<file path="config.mk">
export PLATFORM = sky130hd
export DESIGN_NAME = host_wake_ctl
export DESIGN_NICKNAME = d
export VERILOG_FILES = /design/src/rtl/hwk_pkg.sv /design/src/rtl/hwk_csr.sv /design/src/rtl/hwk_fsm.sv /design/src/rtl/hwk_status.sv /design/src/rtl/host_wake_ctl.sv
export SDC_FILE = /design/constraint.sdc
export NUM_CORES = 1
export LEC_CHECK = 0
export BUFFER_PORTS_ARGS = -buffer_cell sky130_fd_sc_hd__buf_2
export CAP_MARGIN = 20
export CORE_ASPECT_RATIO = 1.5
export CORE_UTILIZATION = 36
export CTS_CLUSTER_DIAMETER = 120
export DETAILED_ROUTE_END_ITERATION = 10
export PLACE_DENSITY_LB_ADDON = 0.25
export SLEW_MARGIN = 20
export SYNTH_ARGS = -nofsm -noshare
export SYNTH_HDL_FRONTEND = slang
export SYNTH_HIERARCHICAL = 1
export SYNTH_SLANG_ARGS = --single-unit
</file>
<file path="constraint.sdc">
create_clock -name clk -period 1.6 [get_ports clk]
set_input_delay 0.32 -clock clk [delete_from_list [all_inputs] [get_ports clk]]
set_output_delay 0.32 -clock clk [all_outputs]
set_load 0.01 [all_outputs]
</file>
<file path="src/rtl/hwk_pkg.sv">
// Package: shared state type, register bit positions and mode codes
// for the host wake and access handshake.
package hwk_pkg;
    typedef enum logic [2:0] {
        ST_OFF      = 3'd0,
        ST_WAKING   = 3'd1,
        ST_AWAKE    = 3'd2,
        ST_GO_SLEEP = 3'd3,
        ST_ASLEEP   = 3'd4
    } pwr_state_e;

    localparam int CTL_READY   = 0;
    localparam int CTL_INIT    = 2;
    localparam int CTL_REQ     = 3;
    localparam int CTL_GTS     = 4;
    localparam int CTL_XTAL    = 10;
    localparam int CTL_MODE_LO = 24;
    localparam int CTL_RFKILL  = 27;

    localparam int RST_SOFT = 7;
    localparam int RST_MDIS = 8;
    localparam int RST_STOP = 9;

    localparam logic [2:0] MODE_NONE       = 3'b000;
    localparam logic [2:0] MODE_MAC_DOWN   = 3'b001;
    localparam logic [2:0] MODE_RADIO_DOWN = 3'b010;
endpackage

</file>
<file path="src/rtl/hwk_csr.sv">
// Module: hwk_csr
// Holds the host-writable control bits and the reset register bits.
// Assumes one write per cycle; a soft reset write clears the control
// bits but still loads the bus-master stop bit from the same write.
module hwk_csr
    import hwk_pkg::*;
#(
    parameter int DW = 32
) (
    input  logic          clk,
    input  logic          rst_n,
    input  logic          wr_en,
    input  logic          wr_sel,
    input  logic [DW-1:0] wr_data,
    output logic          init_done,
    output logic          access_req,
    output logic          xtal_on,
    output logic          stop_master,
    output logic          master_dis,
    output logic          soft_rst
);
    logic unused_wr;

    // Bits of the write word that no field takes.
    assign unused_wr = ^wr_data;

    // Self-clearing software reset strobe.
    assign soft_rst = wr_en & wr_sel & wr_data[RST_SOFT];

    // Control bits: cleared by reset or soft reset, loaded by control writes.
    always_ff @(posedge clk) begin
        if (!rst_n || soft_rst) begin
            init_done  <= 1'b0;
            access_req <= 1'b0;
            xtal_on    <= 1'b0;
        end else if (wr_en && !wr_sel) begin
            init_done  <= wr_data[CTL_INIT];
            access_req <= wr_data[CTL_REQ];
            xtal_on    <= wr_data[CTL_XTAL];
        end
    end

    // Bus-master stop request and its delayed disabled flag.
    always_ff @(posedge clk) begin
        if (!rst_n) begin
            stop_master <= 1'b0;
            master_dis  <= 1'b0;
        end else begin
            if (wr_en && wr_sel) stop_master <= wr_data[RST_STOP];
            master_dis <= stop_master;
        end
    end
endmodule

</file>
<file path="src/rtl/hwk_fsm.sv">
// Module: hwk_fsm
// Power sequence: off, waking (WAKE_CYC cycles), awake, going to sleep
// (SLEEP_CYC cycles), asleep. Losing the init bit returns to off from
// any state. Assumes both delays are at least one cycle.
module hwk_fsm
    import hwk_pkg::*;
#(
    parameter int WAKE_CYC  = 4,
    parameter int SLEEP_CYC = 3
) (
    input  logic       clk,
    input  logic       rst_n,
    input  logic       soft_rst,
    input  logic       init_done,
    input  logic       access_req,
    input  logic       sleep_req,
    output pwr_state_e state
);
    localparam int MAXC = (WAKE_CYC > SLEEP_CYC) ? WAKE_CYC : SLEEP_CYC;
    localparam int CW   = $clog2(MAXC + 1);
    localparam logic [CW-1:0] WAKE_LOAD  = CW'(WAKE_CYC - 1);
    localparam logic [CW-1:0] SLEEP_LOAD = CW'(SLEEP_CYC - 1);

    pwr_state_e    nxt;
    logic [CW-1:0] cnt, cnt_nxt;

    // Next-state and delay counter selection.
    always_comb begin
        nxt     = state;
        cnt_nxt = cnt;
        if (!init_done) begin
            nxt = ST_OFF;
        end else begin
            unique case (state)
                ST_OFF: begin
                    nxt     = ST_WAKING;
                    cnt_nxt = WAKE_LOAD;
                end
                ST_WAKING: begin
                    if (cnt == '0) nxt = ST_AWAKE;
                    else           cnt_nxt = cnt - 1'b1;
                end
                ST_AWAKE: begin
                    if (sleep_req && !access_req) begin
                        nxt     = ST_GO_SLEEP;
                        cnt_nxt = SLEEP_LOAD;
                    end
                end
                ST_GO_SLEEP: begin
                    if (cnt == '0) nxt = ST_ASLEEP;
                    else           cnt_nxt = cnt - 1'b1;
                end
                ST_ASLEEP: begin
                    if (access_req || !sleep_req) begin
                        nxt     = ST_WAKING;
                        cnt_nxt = WAKE_LOAD;
                    end
                end
                default: nxt = ST_OFF;
            endcase
        end
    end

    // State and counter registers.
    always_ff @(posedge clk) begin
        if (!rst_n || soft_rst) begin
            state <= ST_OFF;
            cnt   <= '0;
        end else begin
            state <= nxt;
            cnt   <= cnt_nxt;
        end
    end
endmodule

</file>
<file path="src/rtl/hwk_status.sv">
// Module: hwk_status
// Decodes the power state into status flags, the mode code and the two
// readback words. Purely combinational; assumes registered inputs.
module hwk_status
    import hwk_pkg::*;
#(
    parameter int DW = 32
) (
    input  pwr_state_e    state,
    input  logic          rf_kill,
    input  logic          init_done,
    input  logic          access_req,
    input  logic          xtal_on,
    input  logic          stop_master,
    input  logic          master_dis,
    output logic          clock_ready,
    output logic          going_to_sleep,
    output logic          access_ok,
    output logic [2:0]    pwr_mode,
    output logic [DW-1:0] ctrl_rdata,
    output logic [DW-1:0] rst_rdata
);
    // Status flags and the power-save mode code.
    always_comb begin
        clock_ready    = (state == ST_AWAKE) || (state == ST_GO_SLEEP);
        going_to_sleep = (state == ST_GO_SLEEP);
        access_ok      = clock_ready && !going_to_sleep && access_req;
        if (clock_ready && rf_kill)                         pwr_mode = MODE_RADIO_DOWN;
        else if (state == ST_OFF || state == ST_ASLEEP)     pwr_mode = MODE_MAC_DOWN;
        else                                                pwr_mode = MODE_NONE;
    end

    // Readback word assembly.
    always_comb begin
        ctrl_rdata                     = '0;
        ctrl_rdata[CTL_READY]          = clock_ready;
        ctrl_rdata[CTL_INIT]           = init_done;
        ctrl_rdata[CTL_REQ]            = access_req;
        ctrl_rdata[CTL_GTS]            = going_to_sleep;
        ctrl_rdata[CTL_XTAL]           = xtal_on;
        ctrl_rdata[CTL_MODE_LO +: 3]   = pwr_mode;
        ctrl_rdata[CTL_RFKILL]         = rf_kill;
        rst_rdata                      = '0;
        rst_rdata[RST_MDIS]            = master_dis;
        rst_rdata[RST_STOP]            = stop_master;
    end
endmodule

</file>
<file path="src/rtl/host_wake_ctl.sv">
// Module: host_wake_ctl
// Top of the host wake and access handshake: register file, power
// sequence and status decode. Assumes rst_n is synchronous to clk.
module host_wake_ctl
    import hwk_pkg::*;
#(
    parameter int DW        = 32,
    parameter int WAKE_CYC  = 4,
    parameter int SLEEP_CYC = 3
) (
    input  logic          clk,
    input  logic          rst_n,
    input  logic          wr_en,
    input  logic          wr_sel,
    input  logic [DW-1:0] wr_data,
    input  logic          pm_sleep_req,
    input  logic          rf_kill_sw,
    output logic [DW-1:0] ctrl_rdata,
    output logic [DW-1:0] rst_rdata,
    output logic          clock_ready,
    output logic          going_to_sleep,
    output logic          access_ok,
    output logic [2:0]    pwr_mode
);
    logic       init_done, access_req, xtal_on, stop_master, master_dis, soft_rst;
    pwr_state_e state;

    hwk_csr #(.DW(DW)) u_csr (
        .clk(clk), .rst_n(rst_n), .wr_en(wr_en), .wr_sel(wr_sel), .wr_data(wr_data),
        .init_done(init_done), .access_req(access_req), .xtal_on(xtal_on),
        .stop_master(stop_master), .master_dis(master_dis), .soft_rst(soft_rst)
    );

    hwk_fsm #(.WAKE_CYC(WAKE_CYC), .SLEEP_CYC(SLEEP_CYC)) u_fsm (
        .clk(clk), .rst_n(rst_n), .soft_rst(soft_rst), .init_done(init_done),
        .access_req(access_req), .sleep_req(pm_sleep_req), .state(state)
    );

    hwk_status #(.DW(DW)) u_status (
        .state(state), .rf_kill(rf_kill_sw), .init_done(init_done),
        .access_req(access_req), .xtal_on(xtal_on), .stop_master(stop_master),
        .master_dis(master_dis), .clock_ready(clock_ready),
        .going_to_sleep(going_to_sleep), .access_ok(access_ok),
        .pwr_mode(pwr_mode), .ctrl_rdata(ctrl_rdata), .rst_rdata(rst_rdata)
    );
endmodule

</file>
==> flow_metrics.tcl <==
set metrics [dict create \
    outcome "finished, final reports clean" \
    ys.flop_type "dfxtp_1" \
    cts_num_sinks 11 \
    gr-total-overflow 0 \
    powerDensity_mw_per_mm2 680.0 \
    rows 24 \
    drt-initial-drc-count 10 \
    grt_max_degree 10 \
    swShare 0.2949 \
    dieArea_sq_mm 0.003245 \
    yosys.area_share.simple 0.2005 \
    ys_types 30 \
    dr.pass1.iters 5 \
    htree_num_levels 1 \
    hold_path_class "in -> reg" \
    power.internal_uw 496.1 \
    reg2reg_from "u_fsm/cnt[0]$_SDFFE_PP0P_" \
    cp_max_fo 4 \
    yosysMostFrequentCell "buf_4" \
    cts_resized 0 \
    rsz0062_at_grt "false" \
    ys_seq_elements 11 \
    dp.cells 189 \
    crit_required_ns 1.72 \
    switchingPower_uw 207.5 \
    dpl.hpwl_um 1312 \
    critical_path.top_delay_family "compound AO/OA/AOI/OAI gates" \
    drive_above_1_share 0.2597 \
    register_area_sq_um 220.2 \
    synthAdderAreaFrac 0.02304 \
    vias 727 \
    antenna_found_initial 0 \
    clk_pin_slew_worst_paths_ns 0.05 \
    rr_endpoint "u_fsm/cnt[1]$_SDFFE_PP0P_" \
    final_nets 195 \
    holdCritStartpoint "wr_data[2]" \
    hold_path_end "u_csr/init_done$_SDFFE_PP0P_" \
    synth_xor_area_frac 0.008065 \
    port_buffers 25 \
    reg2reg_slack_ns 0.14 \
    synth_edf_count 0 \
    async_flop_share 0 \
    gr-usage-all-layers 0.09786 \
    syn2layout_area_growth_pct -4.724 \
    skew_ns 0.003408 \
    synth_common_cells "buf_4, nand2_1, dfxtp_1" \
    netlist_area_sq_mm 0.001086 \
    slew_violations 0 \
    fillers 350 \
    tns_ns 0 \
    fp.dieH_um 69.27 \
    fin_crit_ns 1.458 \
    drc 0 \
    seqPwrFrac 0.413 \
    clkPwrFrac 0.388 \
    cts_buffers 3 \
    grt_pass1_vias 580 \
    worst_setup_path_start_kind "flop" \
    fmax_mhz 686.0 \
    synth_top_cell_area_share 0.4493 \
    clockRootBuffer "clkbuf_8" \
    cts_setup_buffers 0 \
    ir_worst_vdd_mv 0.5086 \
    path_depth 6 \
    finalHoldViolCount 0 \
    power_frac_comb 0.199 \
    postSynthCellCount 134 \
    path_cells "inv_1 -> ha_1 -> nand2b_1 -> a221oi_2 -> nor2b_2 -> o221a_1" \
    synthTopCellsByArea "buf_4, dfxtp_1, nand2_1, ha_1, nor2_1" \
    critPathKind "reg -> reg" \
    wl_per_cell_um 8.212 \
    synth_area_per_cell_sq_um 8.105 \
    rr_worst_depth 6 \
    cp.buffers_inverters 1 \
    grt_pass1_wl_um 2325 \
    finalCritPeriodShare 0.9111 \
    drv_cap 0 \
    muxShareOfSynthArea 0 \
    ios 108 \
    place_congestion 0.7348 \
    synth_top_family_by_area "buffers and inverters" \
    layout.cells.non_filler 193 \
    slowest_delay_ns 0.33 \
    diodes 0 \
    insertion_delay_ns 0.24 \
    holdPathStages 3 \
    die_x_um 46.85 \
    holdBufCountCts 0 \
    leakagePower_uw 0.0005427 \
    ys.warnings.count 6 \
    holdWs_ns 0.3401 \
    initial_core_util 0.3767 \
    cp-end-kind "flop" \
    synth_top_area_cell "buf_4" \
    worst_path_max_delay_cell "dfxtp_1" \
    tritoncts "built" \
    coreArea_sq_mm 0.002883 \
    setup_viol 0 \
    cts_max_path_buffers 2 \
    routed_via_density 3.767 \
    utilization 0.3589 \
    routed_wl_um 1585 \
    synth-compound-area-share 0.1025 \
    drtAntennaViolNets 0 \
    ys_seq_area_frac 0.2028 \
    multi_input_area_sq_um 569.3 \
    cp.arrival_ns 1.58 \
]
==> tightest hold or removal path, stage by stage <==
cell	delay, ns
buf_2	0.09
nand2_1	0.05
o22ai_1	0.06
==> metrics by stage <==
stage               setup WS, ns  instance area, sq um  power [uW]
floorplan                 0.1875                  1289       506.1
global placement          0.1654                 989.7       431.7
detailed placement        0.1501                 989.7       433.2
CTS                       0.1387                  1035       709.7
global route             0.02995                  1035       751.7
finish                    0.1422                  1035       703.6
==> state kept, by name, summed over array words and instances, names as in the netlist <==
signal	cells
u_csr/access_req	1
u_csr/stop_master	1
u_fsm/cnt	3
u_csr/master_dis	1
u_csr/init_done	1
u_csr/xtal_on	1
u_fsm/state	3
==> placed cells by master, fill, tap and decap left out <==
cell,instances
and2_1,1
a21boi_0,1
nor4b_2,1
o31a_1,1
nor2_1,6
xor2_1,1
o22ai_1,3
dfxtp_1,11
nand3_1,4
a21boi_2,1
nand2_1,12
inv_1,3
o221a_2,1
nand2b_1,3
ha_1,2
conb_1,55
buf_2,25
nor2b_4,1
a221oi_2,1
o221a_1,1
nor2b_1,2
clkbuf_8,3
o21a_1,1
buf_4,2
clkbuf_1,1
and4bb_2,1
nor2b_2,1
and2b_2,1
nor3_1,1
a21oi_1,3
o21ai_0,1
nand4b_1,1
and3b_2,2
==> cells by family (layout without fill, tap and decap cells) <==
family | Yosys count | in the layout
compound gates | 14 | 14
xor+xnor | 1 | 1
fa+ha+maj | 2 | 2
buf+inv | 68 | 34
flops | 11 | 11
other cells | 1 | 55
simple gates | 37 | 37
==> worst max path at each step <==
stage                                         start                   endpoint  slack (ns)
after global placement    u_fsm/cnt[0]$_SDFFE_PP0P_  u_fsm/cnt[1]$_SDFFE_PP0P_        0.17
after floorplan           u_fsm/cnt[0]$_SDFFE_PP0P_  u_fsm/cnt[1]$_SDFFE_PP0P_        0.19
after global routing      u_fsm/cnt[0]$_SDFFE_PP0P_  u_fsm/cnt[1]$_SDFFE_PP0P_        0.03
final                     u_fsm/cnt[0]$_SDFFE_PP0P_  u_fsm/cnt[1]$_SDFFE_PP0P_        0.14
after detailed placement  u_fsm/cnt[0]$_SDFFE_PP0P_  u_fsm/cnt[1]$_SDFFE_PP0P_        0.15
after CTS                 u_fsm/cnt[0]$_SDFFE_PP0P_  u_fsm/cnt[1]$_SDFFE_PP0P_        0.14
==> final cells by class <==
class / instances / share of cell area
repair buffers: 27 / 0.1354
inverters: 3 / 0.01088
multi-input cells: 109 / 0.5502
clock buffers: 4 / 0.04353
well taps: 39 / 0.04716
flip-flops and latches: 11 / 0.2128
==> power groups by stage <==
stage | Combinational (uW) | Clock, uW | Sequential, uW
floorplan | 212 | 0 | 294
global placement | 136 | 0 | 296
detailed placement | 137 | 0 | 296
CTS | 138 | 281 | 291
global route | 157 | 303 | 292
finish | 140 | 273 | 291
==> layer usage <==
layer | up-vias | wire (um) | global-route usage
li1 | 358 | - | -
met1 | 321 | 576 | 0.1055
met2 | 44 | 841 | 0.1574
met3 | 4 | 126 | 0.01563
met4 | 0 | 40 | 0.07619
met5 | - | 0 | 0
(Power assumes the default switching activity.)
